## config.mk

```make
export PLATFORM = sky130hd
export DESIGN_NAME = rxexc_handler
export DESIGN_NICKNAME = d
export VERILOG_FILES = /design/src/rtl/rxexc_pkg.sv /design/src/rtl/rxexc_ctrl.sv /design/src/rtl/rxexc_dpath.sv /design/src/rtl/rxexc_handler.sv
export SDC_FILE = /design/constraint.sdc
export NUM_CORES = 1
export LEC_CHECK = 0
export BUFFER_PORTS_ARGS = -buffer_cell sky130_fd_sc_hd__clkbuf_2
export CAP_MARGIN = 10
export CORE_MARGIN = 8
export CORE_UTILIZATION = 49
export CTS_BUF_LIST = sky130_fd_sc_hd__clkbuf_8
export DETAILED_ROUTE_END_ITERATION = 6
export PLACE_DENSITY = 0.77
export SKIP_CTS_REPAIR_TIMING = 1
export SLEW_MARGIN = 20
export SYNTH_ARGS = -nofsm -noshare
export SYNTH_HDL_FRONTEND = slang
export SYNTH_SLANG_ARGS = --single-unit
```

## constraint.sdc

```tcl
create_clock -name clk -period 1.5 [get_ports clk]
set_clock_uncertainty 0.2 [all_clocks]
set_input_delay 0.3 -clock clk [delete_from_list [all_inputs] [get_ports clk]]
set_output_delay 0.3 -clock clk [all_outputs]
set_load 0.01 [all_outputs]
```

## src/rtl/rxexc_pkg.sv

```systemverilog
package rxexc_pkg;
  localparam int BYTE_W = 8;
  localparam int STAT_W = 8;
  localparam int IDX_W = 2;
  localparam int SEQ_SLOTS = 1 << IDX_W;

  // status bit positions
  localparam int ST_BRK = 0;
  localparam int ST_FRM = 1;
  localparam int ST_PAR = 2;
  localparam int ST_OVR = 3;
  localparam int ST_TMO = 7;

  // break policy codes
  localparam logic [1:0] BRK_EXC  = 2'd0;
  localparam logic [1:0] BRK_NULL = 2'd1;
  localparam logic [1:0] BRK_DROP = 2'd3;

  // parity/framing policy codes
  localparam logic [2:0] ERR_EXC    = 3'd0;
  localparam logic [2:0] ERR_NULL   = 3'd1;
  localparam logic [2:0] ERR_IGNORE = 3'd2;
  localparam logic [2:0] ERR_DROP   = 3'd3;
  localparam logic [2:0] ERR_MARK   = 3'd5;

  typedef enum logic [2:0] {
    EMIT_NONE,
    EMIT_NULL,
    EMIT_CHAR,
    EMIT_ESCFF,
    EMIT_MARKED
  } emit_e;

  typedef struct packed {
    logic              load;
    emit_e             kind;
    logic [IDX_W-1:0]  idx;
    logic              evt;
    logic [STAT_W-1:0] evtBits;
  } ctrl_s;
endpackage

```

## src/rtl/rxexc_ctrl.sv

```systemverilog
module rxexc_ctrl
  import rxexc_pkg::*;
(
  input  logic        clk,
  input  logic        rstN,
  input  logic        inValid,
  output logic        inReady,
  input  logic        inParErr,
  input  logic        inFrmErr,
  input  logic        inBreak,
  input  logic        inOverrun,
  input  logic        rxTimeout,
  input  logic        cfgParCheck,
  input  logic [1:0]  cfgBrkPolicy,
  input  logic [2:0]  cfgErrPolicy,
  input  logic        fmtIsLead,
  input  logic        outReady,
  output logic        outValid,
  output ctrl_s       ctl
);
  logic busy;
  logic [IDX_W-1:0] idx;
  logic [IDX_W-1:0] lastIdx;
  logic accept;
  logic brk, frm, par;
  emit_e kind;
  logic [IDX_W-1:0] count;
  logic [STAT_W-1:0] excBits;

  assign inReady  = ~busy;
  assign outValid = busy;
  assign accept   = inValid & ~busy;

  // break dominates every other condition
  assign brk = inBreak;
  assign frm = inFrmErr & ~inBreak;
  assign par = inParErr & cfgParCheck & ~inBreak;

  always_comb begin
    kind    = EMIT_CHAR;
    excBits = '0;
    if (brk) begin
      case (cfgBrkPolicy)
        BRK_NULL: kind = EMIT_NULL;
        BRK_DROP: kind = EMIT_NONE;
        default: begin
          kind = EMIT_NONE;
          excBits[ST_BRK] = 1'b1;
        end
      endcase
    end else if (frm | par) begin
      case (cfgErrPolicy)
        ERR_NULL:   kind = EMIT_NULL;
        ERR_IGNORE: kind = EMIT_CHAR;
        ERR_DROP:   kind = EMIT_NONE;
        ERR_MARK:   kind = EMIT_MARKED;
        default: begin
          kind = EMIT_NONE;
          excBits[ST_FRM] = frm;
          excBits[ST_PAR] = par;
        end
      endcase
    end else if (cfgErrPolicy == ERR_MARK && fmtIsLead) begin
      kind = EMIT_ESCFF;
    end
    excBits[ST_OVR] = inOverrun;
  end

  always_comb begin
    case (kind)
      EMIT_NONE:   count = IDX_W'(0);
      EMIT_ESCFF:  count = IDX_W'(2);
      EMIT_MARKED: count = IDX_W'(3);
      default:     count = IDX_W'(1);
    endcase
  end

  always_ff @(posedge clk or negedge rstN) begin
    if (!rstN) begin
      busy    <= 1'b0;
      idx     <= '0;
      lastIdx <= '0;
    end else if (busy) begin
      if (outReady) begin
        if (idx == lastIdx) busy <= 1'b0;
        else idx <= idx + IDX_W'(1);
      end
    end else if (accept && count != '0) begin
      busy    <= 1'b1;
      idx     <= '0;
      lastIdx <= count - IDX_W'(1);
    end
  end

  always_comb begin
    ctl.load    = accept;
    ctl.kind    = kind;
    ctl.idx     = idx;
    ctl.evt     = (accept && excBits != '0) || rxTimeout;
    ctl.evtBits = (accept ? excBits : '0);
    ctl.evtBits[ST_TMO] = rxTimeout;
  end
endmodule

```

## src/rtl/rxexc_dpath.sv

```systemverilog
module rxexc_dpath
  import rxexc_pkg::*;
#(
  parameter logic [BYTE_W-1:0] MARK_LEAD = 8'hFF,
  parameter logic [BYTE_W-1:0] MARK_FILL = 8'h00
) (
  input  logic              clk,
  input  logic              rstN,
  input  logic [BYTE_W-1:0] inData,
  input  logic [2:0]        cfgCharLen,
  input  logic              cfgStrip,
  input  ctrl_s             ctl,
  output logic              fmtIsLead,
  output logic [BYTE_W-1:0] outData,
  output logic              excStrobe,
  output logic [STAT_W-1:0] excStatus
);
  localparam int LEN_W = 4;

  logic [LEN_W-1:0]  charW;
  logic [BYTE_W-1:0] keep;
  logic [BYTE_W-1:0] fmt;
  logic [BYTE_W-1:0] seq [SEQ_SLOTS];
  logic [BYTE_W-1:0] seqNext [SEQ_SLOTS];

  assign charW = {1'b0, cfgCharLen} + LEN_W'(1);

  for (genvar i = 0; i < BYTE_W; i++) begin : g_mask
    if (i == BYTE_W - 1) begin : g_top
      assign keep[i] = (LEN_W'(i) < charW) & ~cfgStrip;
    end else begin : g_low
      assign keep[i] = LEN_W'(i) < charW;
    end
  end

  assign fmt       = inData & keep;
  assign fmtIsLead = (fmt == MARK_LEAD);

  always_comb begin
    for (int s = 0; s < SEQ_SLOTS; s++) seqNext[s] = '0;
    case (ctl.kind)
      EMIT_CHAR:  seqNext[0] = fmt;
      EMIT_ESCFF: begin
        seqNext[0] = MARK_LEAD;
        seqNext[1] = fmt;
      end
      EMIT_MARKED: begin
        seqNext[0] = MARK_LEAD;
        seqNext[1] = MARK_FILL;
        seqNext[2] = fmt;
      end
      default: seqNext[0] = '0;
    endcase
  end

  always_ff @(posedge clk or negedge rstN) begin
    if (!rstN) begin
      for (int s = 0; s < SEQ_SLOTS; s++) seq[s] <= '0;
    end else if (ctl.load) begin
      for (int s = 0; s < SEQ_SLOTS; s++) seq[s] <= seqNext[s];
    end
  end

  assign outData = seq[ctl.idx];

  always_ff @(posedge clk or negedge rstN) begin
    if (!rstN) begin
      excStrobe <= 1'b0;
      excStatus <= '0;
    end else begin
      excStrobe <= ctl.evt;
      if (ctl.evt) excStatus <= ctl.evtBits;
    end
  end
endmodule

```

## src/rtl/rxexc_handler.sv

```systemverilog
module rxexc_handler
  import rxexc_pkg::*;
#(
  parameter logic [7:0] MARK_LEAD = 8'hFF,
  parameter logic [7:0] MARK_FILL = 8'h00
) (
  input  logic       clk,
  input  logic       rstN,
  input  logic       inValid,
  output logic       inReady,
  input  logic [7:0] inData,
  input  logic       inParErr,
  input  logic       inFrmErr,
  input  logic       inBreak,
  input  logic       inOverrun,
  input  logic       rxTimeout,
  input  logic [2:0] cfgCharLen,
  input  logic       cfgParCheck,
  input  logic       cfgStrip,
  input  logic [1:0] cfgBrkPolicy,
  input  logic [2:0] cfgErrPolicy,
  output logic       outValid,
  input  logic       outReady,
  output logic [7:0] outData,
  output logic       excStrobe,
  output logic [7:0] excStatus
);
  ctrl_s ctl;
  logic  fmtIsLead;

  rxexc_ctrl u_ctrl (
    .clk(clk), .rstN(rstN), .inValid(inValid), .inReady(inReady),
    .inParErr(inParErr), .inFrmErr(inFrmErr), .inBreak(inBreak),
    .inOverrun(inOverrun), .rxTimeout(rxTimeout), .cfgParCheck(cfgParCheck),
    .cfgBrkPolicy(cfgBrkPolicy), .cfgErrPolicy(cfgErrPolicy),
    .fmtIsLead(fmtIsLead), .outReady(outReady), .outValid(outValid), .ctl(ctl)
  );

  rxexc_dpath #(.MARK_LEAD(MARK_LEAD), .MARK_FILL(MARK_FILL)) u_dpath (
    .clk(clk), .rstN(rstN), .inData(inData), .cfgCharLen(cfgCharLen),
    .cfgStrip(cfgStrip), .ctl(ctl), .fmtIsLead(fmtIsLead),
    .outData(outData), .excStrobe(excStrobe), .excStatus(excStatus)
  );
endmodule

```

==> impl_results.md, run 1 <==
* Synth Area in Adders at 0.006780
* Hold depth at 3
* Global route overflow at 0
* Leakage at 0.001304 uW
* Clock Path Buffers at 2
* 1st-iter DRT viols at 119
* Final hold vios at 0
* Hold WC Path Type: in -> reg
* Finish-stage setup viols at 27
* Routed length per instance at 17.58 um
* Worst R2R Path Depth at 5
* H-tree Lvls at 2
* YS warnings at 0
* Placed cell area at 2365 um^2
* Layout cells sized above 1 at 0.4727
* Post-synthesis simple-gate area fraction at 0.1878
* PwrDens at 1380 nW/um^2
* Crit path launch type: flop
* Overall Power at 3767 uW
* Register bit total from synthesis at 35
* Row count at 22
* DR vias at 1817
* Violated checks: setup timing
* # nets final at 302
* Inserted Diodes at 0
* Final min period at 1.817 ns
* Worst-path clk slew at 0.07 ns
* Total GRT Usage at 0.1652
* Slew Limit Headroom at 0.6217
* Post-DP HPWL at 3764 um
* Critical Path AT at 1.32 ns
* Hold slack at 0.07327 ns
* Worst Setup End Kind: primary output
* Routability cong. at 0.8668
* Mapped Cells at 190
* WP data required at 1.00 ns
* Post-Place Cells at 305
* First-pass iteration count of the detailed router at 4
* CTS tree: yes
* Highest metal used: met4
* Post-synthesis mux area share at 0.04881
* Ports at 46
* Vias in the first global route at 1764
* Crit path kind: reg -> out
* Status: finished with violations
* Compound-Gate Fraction of Synth Area at 0.2258
* CP startpoint: u_ctrl.idx[1]$_DFFE_PN0P_
* Area Overhead vs Synth at 47.93%
* First-pass GRT wire length at 8045 um
* Routed wl met2 at 2783 um
* Largest family of logic cells by synthesized area: compound AO/OA/AOI/OAI gates
* Antenna viol nets, final at 0
* Area of the mapped netlist at 1846 um^2
* XOR/XNOR share of the synthesized area at 0.01424
* Largest net degree at the start of global routing at 36
* CTS Buf Count at 5
* Maximum clock rate at 550.4 MHz
* Critical Path Fanout Max at 6
* Fin. max-slew vios at 0
* Fin crit share at 1.211
* Root buffer cell: clkbuf_8
* Clk sinks at 35
* Top_reg_cell synth: dfrtp_1
* DR vias/cell at 5.625
* # fillers at 237
* Yosys cell types at 44
* Reg2reg end: u_ctrl.idx[1]$_DFFE_PN0P_
* MaxCap Viol Count at 0
* Fin cells at 323
* Routed wl met3 at 411 um
* Number of synthesized flops with an enable pin at 0
* Worst slew pin tran at 0.5623 ns
* RSZ-0062 raised after global routing: true
* Avg Inst Size Synth at 9.713 um^2
* Die span in y at 77.37 um
* Slack of the critical path at -0.3167 ns
* Peak VDD IR at 0.8102 mV
* Clk_lat worst skew at 0.29 ns
* Die width at 77.37 um
* R2r startpoint: u_ctrl.idx[1]$_DFFE_PN0P_
* Flop2flop setup slack at -0.12 ns
* Metal-1 WL at 2350 um
* Register area share after synthesis at 0.4746
* Antenna violations before repair at 0
* Ys async rst share at 1.000
* Core region area at 3633 um^2
* Worst Hold End: u_dpath.seq[24]$_DFFE_PN0P_
* Hold Startpoint: inData[0]
* Post-route cell area at 2730 um^2
* Port Buffers at 42
* Total wire length at 5677 um
* Initial Utilization at 0.5079
* Die area at 5986 um^2
* Post-route DRC at 0
-- power by group --
| part | leakage (uW) | total [uW] | internal [uW] | switching, uW |
|---|---|---|---|---|
| combinational | 0.000795 | 1730 | 862 | 869 |
| sequential | 0.000458 | 1270 | 1130 | 143 |
| clock | 0.0000505 | 764 | 418 | 346 |
-- worst max-delay path, stage by stage, from the launching register on --
cell     delay (ns)
dfrtp_1        0.42
buf_6          0.16
mux2i_1        0.12
o21ai_0        0.17
buf_2          0.16
-- cell usage after synthesis, types with 2 or more instances --
cell type   n  area share
a21boi_0    2      0.0081
xor2_1      3       0.014
o22ai_1     3       0.010
nand2b_1    3       0.010
a22o_1      3       0.014
a211oi_2    2       0.014
o22a_1      4       0.019
nand2_1    38       0.077
dfrtp_1    35        0.47
nor2_1     12       0.024
nor4_1      2      0.0068
a32o_1      3       0.016
buf_4       4       0.016
o21ai_0    18       0.049
clkbuf_1    4      0.0081
nor2b_1     4       0.014
a21oi_1     6       0.016
buf_2       2      0.0054
a21o_1      2      0.0081
inv_1       5       0.010
nand3_1     4       0.011
mux2i_1     9       0.049
-- through the flow --
| stage | setup slack [ns] | utilization | setup TNS [ns] |
|---|---|---|---|
| 3_3_place_gp | -0.1612 | 0.6508 | -3.276 |
| 3_5_place_dp | -0.2020 | 0.6508 | -4.345 |
| 4_1_cts | -0.3327 | 0.6794 | -4.137 |
| 2_1_floorplan | -0.04655 | - | -0.2030 |
| 6_report | -0.3167 | 0.7514 | -3.142 |
| 5_1_grt | -0.3789 | 0.7514 | -4.526 |
-- worst max-delay path by stage --
stage / end / slack [ns]
after floorplan: u_dpath.excStatus[3]$_DFFE_PN0P_ / -0.05
after global placement: u_dpath.excStatus[1]$_DFFE_PN0P_ / -0.16
after detailed placement: u_dpath.seq[16]$_DFFE_PN0P_ / -0.20
after CTS: outData[1] / -0.33
after global routing: outData[4] / -0.38
final: outData[4] / -0.32
-- registers in the layout (all words and copies together), names as in the netlist --
| name | flops |
|---|---|
| u_dpath.excStrobe | 1 |
| u_ctrl.idx | 2 |
| u_ctrl.lastIdx | 2 |
| u_dpath.excStatus | 5 |
| u_ctrl.outValid | 1 |
| u_dpath.seq | 24 |
-- metal layers --
metal / vias up / track usage
met5: - / 0
met4: 0 / 0.07736
met3: 12 / 0.05069
met2: 84 / 0.2536
met1: 880 / 0.2080
li1: 841 / -
-- kinds of logic after synthesis --
group | Yosys count
other cells | 1
mux | 9
fa+ha+maj | 1
flops | 35
buf+inv | 15
simple gates | 70
compound gates | 56
xor+xnor | 3
-- cell type report --
| type | count | area (um^2) | share of cell area |
|---|---|---|---|
| clock buffer | 7 | 96.34 | 0.03529 |
| clock inverter | 1 | 7.507 | 0.002750 |
| inverter | 5 | 21.27 | 0.007791 |
| multi-input combinational | 142 | 1065 | 0.3900 |
| sequential | 35 | 877.1 | 0.3213 |
| tap | 48 | 60.06 | 0.02200 |
| timing repair buffer | 85 | 603.1 | 0.2209 |
-- cell usage in the layout (no fill, tap or decap), types with 4 or more instances in the layout --
cell type  count
clkbuf_2      33
mux2i_1        6
inv_1          4
buf_6         10
nor2_1        10
dfrtp_1       34
o21ai_0       10
nand3_1        4
o21ai_1        9
nand2_1       27
buf_4         32
o22a_1         4
nand2_2       11
buf_2          7
clkbuf_8       7
a21oi_1        6
Power figures use the tool's default switching activity.
==> run 2: changes to the inputs <==
--- a/config.mk
+++ b/config.mk
@@ -11,6 +11,7 @@
 export CORE_UTILIZATION = 49
 export CTS_BUF_LIST = sky130_fd_sc_hd__clkbuf_8
 export DETAILED_ROUTE_END_ITERATION = 6
+export MAX_ROUTING_LAYER = met4
 export PLACE_DENSITY = 0.77
 export SKIP_CTS_REPAIR_TIMING = 1
 export SLEW_MARGIN = 20
==> run 2 against run 1 <==
The flow still finishes with violations (setup timing). Sequential share of layout area did not move. Combinational power about the same. Power hardly changed. Non-clock buffer count is the same. Largest cell class unchanged.
==> impl_results.md, run 2 (same netlist as run 1, synthesis figures left out) <==
* 1st-iter DRT viols at 117 (-1.7%)
* Post-Place Cells at 305 (unchanged)
* Critical Path AT at 1.32 ns (about the same)
* RSZ-0062 raised after global routing: true
* Slowest stage delay, CP at 0.42 ns (about the same)
* WP data required at 1.00 ns (about the same)
* Worst-path clk slew at 0.07 ns (about the same)
* Row count at 22 (unchanged)
* Most flop-heavy register: u_dpath.seq
* Hold WC Path Type: in -> reg
* Worst slew pin tran at 0.5637 ns (+0.001362 ns)
* Crit path launch type: flop
* Peak VDD IR at 0.8094 mV (-0.10%)
* Bufs and invs on worst path at 2 (unchanged)
* PwrDens at 1379 nW/um^2 (about the same)
* Ports at 46 (unchanged)
* Violated checks: setup timing
* Leakage at 0.001304 uW (unchanged)
* CTS Buf Count at 5 (unchanged)
* Status: finished with violations
* Biggest regs: u_dpath.seq: 24 flops, u_dpath.excStatus: 5 flops
* Fin cells at 323 (unchanged)
* Largest net degree at the start of global routing at 36 (unchanged)
* Antenna viol nets, final at 0 (unchanged)
* Finish-stage setup viols at 28 (+3.7%)
* H-tree Lvls at 2 (unchanged)
* Die span in y at 77.37 um (unchanged)
* CP Cell Sequence: buf_6, mux2i_1, o21ai_0, buf_2
* Routed length per instance at 17.46 um (-0.69%)
* First-pass GRT wire length at 8052 um (about the same)
* DR vias at 1809 (-0.44%)
* Clock Path Buffers at 2 (unchanged)
* Switch share at 0.3604 (about the same)
* Post-route DRC at 0 (unchanged)
* NetSw at 1357 uW (about the same)
* Core region area at 3633 um^2 (unchanged)
* Antenna violations before repair at 0 (unchanged)
* MaxCap Viol Count at 0 (unchanged)
* Die width at 77.37 um (unchanged)
* CP top delay family: flip-flops
* Internal power at 2409 uW (about the same)
* Commonest non-fill, non-tap cell in the layout: dfrtp_1
* First-pass iteration count of the detailed router at 4 (unchanged)
* # nets final at 302 (unchanged)
* Post-route cell area at 2730 um^2 (unchanged)
* Post-DP HPWL at 3764 um (unchanged)
* Setup slack at placement at -0.2020 ns (unchanged)
* Routability cong. at 0.8808 (+1.6%)
* Slowest-stage cell, CP: dfrtp_1
* Clk sinks at 35 (unchanged)
* Total GRT Usage at 0.1701 (+0.004951)
* Combinational share of power at 0.459 (about the same)
* Maximum clock rate at 549.7 MHz (-0.14%)
* Slew Limit Headroom at 0.6207 (-0.0009170)
* Reg power frac at 0.338 (about the same)
* Fin crit share at 1.213 (+0.001666)
* Layout cells sized above 1 at 0.4727 (unchanged)
* Global route overflow at 0 (unchanged)
* Final min period at 1.819 ns (+0.002499 ns)
* Initial Utilization at 0.5079 (unchanged)
* Slack of the critical path at -0.3192 ns (-0.002499 ns)
* CTS tree: yes
* Largest register FFs at 24 (unchanged)
* Die area at 5986 um^2 (unchanged)
* Area Overhead vs Synth at 47.93% (unchanged)
* Fin. max-slew vios at 0 (unchanged)
* Root buffer cell: clkbuf_8
* Most frequent cells in the layout: 34 x dfrtp_1, 33 x clkbuf_2, 32 x buf_4
* Clock share of power at 0.203 (about the same)
* Final hold vios at 0 (unchanged)
* Inserted Diodes at 0 (unchanged)
* Total wire length at 5638 um (-0.69%)
* Critical Path Fanout Max at 6 (unchanged)
* Vias in the first global route at 1766 (+0.11%)
* Clk_lat worst skew at 0.29 ns (about the same)
* Port Buffers at 42 (unchanged)
* Crit path kind: reg -> out
* Worst Setup End Kind: primary output
* DR vias/cell at 5.601 (-0.44%)
* Placed cell area at 2365 um^2 (unchanged)
[run 2: cell counts in the layout (fill, tap and decap cells not counted)]
No cell type changed its count.
[run 2: through the flow]
stage / hold WS, ns / power, uW / TNS [ns] / utilization
finish: 0.07082 / 3766 / -3.200 / 0.7514
global route: 0.08202 / 3966 / -4.525 / 0.7514
detailed placement: 0.1602 / 2611 / -4.345 / 0.6508
CTS: -0.1506 / 3359 / -4.137 / 0.6794
floorplan: -0.1956 / 2023 / -0.2030 / -
global placement: 0.1541 / 2579 / -3.276 / 0.6508
[run 2: worst paths after layout]
path / startpoint / end / slack [ns] / cells past startpoint
worst max-delay path: u_ctrl.idx[1]$_DFFE_PN0P_ / outData[4] / -0.32 / 4
worst min-delay path: inData[3] / u_dpath.seq[27]$_DFFE_PN0P_ / 0.07 / 3
worst max register to register: u_ctrl.idx[1]$_DFFE_PN0P_ / u_ctrl.idx[1]$_DFFE_PN0P_ / -0.11 / 5
worst min register to register: u_dpath.seq[17]$_DFFE_PN0P_ / u_dpath.seq[17]$_DFFE_PN0P_ / 0.29 / 2
max in group asynchronous: rstN / u_ctrl.outValid$_DFF_PN0_ / 0.41 / 3
min in group asynchronous: rstN / u_ctrl.outValid$_DFF_PN0_ / 0.37 / 3
[run 2: power groups by stage]
stage	Sequential, uW	Combinational [uW]	Clock, uW
floorplan	1260	759	0
global placement	1250	1330	0
detailed placement	1260	1350	0
CTS	1240	1350	763
global route	1290	1860	811
finish	1270	1730	764
[run 2: metal layers]
metal / vias up / wire length [um] / track usage
met4: 0 / 143 / 0.07736
li1: 842 / - / -
met2: 83 / 2804 / 0.2536
met5: - / 0 / -
met1: 870 / 2329 / 0.2123
met3: 14 / 360 / 0.04378
[run 2: layout make-up]
cell class	instances	area (um^2)
Tap cell	48	60.06
Multi-Input combinational cell	142	1065
Timing Repair Buffer	85	603.1
Clock inverter	1	7.507
Fill cell	237	903.4
Sequential cell	35	877.1
Clock buffer	7	96.34
Inverter	5	21.27
[run 2: worst register-to-register path: stages, from the launching register on]
cell and delay, ns:
dfrtp_1 0.42, buf_6 0.15, xor2_1 0.29, o2111ai_1 0.19
xor2_1 0.18, nor2_1 0.11
==> run 3: changes to the inputs <==
--- a/config.mk
+++ b/config.mk
@@ -5,7 +5,7 @@
 export SDC_FILE = /design/constraint.sdc
 export NUM_CORES = 1
 export LEC_CHECK = 0
-export BUFFER_PORTS_ARGS = -buffer_cell sky130_fd_sc_hd__clkbuf_2
+export BUFFER_PORTS_ARGS = -buffer_cell sky130_fd_sc_hd__buf_2
 export CAP_MARGIN = 10
 export CORE_MARGIN = 8
 export CORE_UTILIZATION = 49
==> run 3 against run 2 <==
The flow still finishes with violations (setup timing). Sequential share of layout area increased by 0.40 points. Worst hold slack improved by 0.0062 ns. Wire length increased by 1.4%. Combinational power increased by 3%. First-iteration DRC count increased by 26%. Register-to-register slack got worse by 0.07 ns. Final cell count decreased by 1.9%. Global-route usage increased by 0.64 points. Fmax decreased by 1.0%. Critical endpoint is now outData[0]. Clock-buffer cell count decreased by 1. Non-clock buffer count decreased by 6. Largest cell class unchanged.
==> impl_results.md, run 3 (same netlist as run 1, synthesis figures left out) <==
* First-pass iteration count of the detailed router at 4 (unchanged)
* Critical Path AT at 1.34 ns (+0.02 ns)
* # fillers at 251 (+5.9%)
* Clock Path Buffers at 2 (unchanged)
* Row count at 22 (unchanged)
* Most flop-heavy register: u_dpath.seq
* Register Area at 877.1 um^2 (unchanged)
* Hold WC Path Type: in -> reg
* CTS tree: yes
* Die area at 5986 um^2 (unchanged)
* Peak VDD IR at 0.9889 mV (+22%)
* Violated checks: setup timing
* Port Buffers at 42 (unchanged)
* MaxCap Viol Count at 0 (unchanged)
* Post-route DRC at 0 (unchanged)
* Total wire length at 5717 um (+1.4%)
* Worst Setup End Kind: primary output
* Inserted Diodes at 0 (unchanged)
* Multi-input logic area at 1081 um^2 (+1.5%)
* DR vias at 1747 (-3.4%)
* Fin crit share at 1.225 (+0.01226)
* First-pass GRT wire length at 8342 um (+3.6%)
* Clk sinks at 35 (unchanged)
* Area Overhead vs Synth at 46.10%
* Post-DP HPWL at 3888 um (+3.3%)
* Fin. max-slew vios at 0 (unchanged)
* RSZ-0062 raised after global routing: true
* Die span in y at 77.37 um (unchanged)
* Die width at 77.37 um (unchanged)
* Biggest regs: u_dpath.seq: 24 flops, u_dpath.excStatus: 5 flops
* DR vias/cell at 5.511 (-1.6%)
* Total GRT Usage at 0.1765 (+0.006392)
* Commonest non-fill, non-tap cell in the layout: buf_2
* Routability cong. at 0.8597 (-2.4%)
* Status: finished with violations
* Layout cells sized above 1 at 0.4535 (-0.01920)
* Clk_lat worst skew at 0.29 ns (about the same)
* Core region area at 3633 um^2 (unchanged)
* Worst slew pin tran at 0.6320 ns (+0.06827 ns)
* Largest register FFs at 24 (unchanged)
* Ports at 46 (unchanged)
* Worst-path clk slew at 0.07 ns (about the same)
* WP data required at 1.00 ns (about the same)
* Routed length per instance at 18.03 um (+3.3%)
* Vias in the first global route at 1768 (+0.11%)
* Largest net degree at the start of global routing at 22 (-39%)
* PwrDens at 1471 nW/um^2 (+6.7%)
* Fin cells at 317 (-1.9%)
* Antenna violations before repair at 0 (unchanged)
* 1st-iter DRT viols at 147 (+26%)
* Global route overflow at 0 (unchanged)
* H-tree Lvls at 2 (unchanged)
* Final TNS setup at -3.809 ns (-0.6090 ns)
* Final hold vios at 0 (unchanged)
* Slack of the critical path at -0.3376 ns (-0.01839 ns)
* Most frequent cells in the layout: 41 x buf_2, 36 x nand2_1, 34 x dfrtp_1
* Critical Path Fanout Max at 4 (-2)
* Crit path kind: reg -> out
* Antenna viol nets, final at 0 (unchanged)
* Initial Utilization at 0.5079 (unchanged)
* CTS Buf Count at 5 (unchanged)
* Maximum clock rate at 544.2 MHz (-1.0%)
* Slew Limit Headroom at 0.5748 (-0.04594)
* Root buffer cell: clkbuf_8
* Crit path launch type: flop
* # nets final at 296 (-2.0%)
* Finish-stage setup viols at 29 (+3.6%)
* Leakage at 0.001299 uW (-0.31%)
* Final min period at 1.838 ns (+0.01839 ns)
* Post-Place Cells at 304 (-0.33%)
run 3: changes by cell type in the layout (fill, tap and decap cells not counted), moves of 2 or more:
cell / before / now
nand2_2: 11 / 2
buf_2: 7 / 41
nor2_4: 2 / 0
buf_6: 10 / 7
o21ai_0: 10 / 7
o21ai_1: 9 / 12
nor2_2: 0 / 2
clkbuf_2: 33 / 0
mux2i_1: 6 / 2
nand2_1: 27 / 36
buf_4: 32 / 28
mux2i_2: 3 / 6
run 3: worst max-delay path, stage by stage, from the launching register on:
cell     delay, ns
dfrtp_1       0.41
buf_6         0.15
mux2i_4       0.19
o22ai_2       0.15
buf_2         0.15
run 3: area by class of cell:
| cell class | instances | area share |
|---|---|---|
| clock buffer | 6 | 0.03063 |
| clock inverter | 2 | 0.01299 |
| inverter | 5 | 0.007889 |
| multi-input combinational | 142 | 0.4009 |
| sequential | 35 | 0.3253 |
| tap | 48 | 0.02227 |
| timing repair buffer | 79 | 0.2000 |
run 3: per-layer routing:
metal	vias to the layer above	routed length [um]	global-route usage
li1	827	-	-
met1	828	2350	0.2132
met2	78	2897	0.2789
met3	14	339	0.04147
met4	0	130	0.06981
met5	-	0	-
run 3: stage by stage:
step | util | power (uW) | hold slack (ns) | instance area, um^2 | worst slack (ns)
detailed placement | 0.6488 | 2622 | 0.03087 | 2357 | -0.2451
floorplan | - | 2023 | -0.1956 | 1891 | -0.04655
global placement | 0.6488 | 2571 | 0.02523 | 2357 | -0.1762
global route | 0.7421 | 4173 | 0.07709 | 2696 | -0.4035
finish | 0.7421 | 3967 | 0.07701 | 2696 | -0.3376
CTS | 0.6811 | 3499 | -0.2802 | 2475 | -0.3376
run 3: final timing paths:
check / startpoint / to / slack (ns) / cells after the start
hold reg to reg: u_dpath.seq[18]$_DFFE_PN0P_ / u_dpath.seq[18]$_DFFE_PN0P_ / 0.28 / 2
max in group asynchronous: rstN / u_dpath.excStatus[2]$_DFFE_PN0P_ / 0.40 / 3
min in group asynchronous: rstN / u_ctrl.idx[0]$_DFFE_PN0P_ / 0.26 / 2
hold / removal: rxTimeout / u_dpath.excStatus[7]$_DFFE_PN0P_ / 0.08 / 2
setup / recovery: u_ctrl.idx[1]$_DFFE_PN0P_ / outData[0] / -0.34 / 4
setup reg to reg: u_ctrl.outValid$_DFF_PN0_ / u_dpath.excStatus[1]$_DFFE_PN0P_ / -0.18 / 4
run 3: power by group:
group	internal (uW)	switching [uW]
registers	1130	169
clock network	537	339
logic	880	912
total	2550	1420
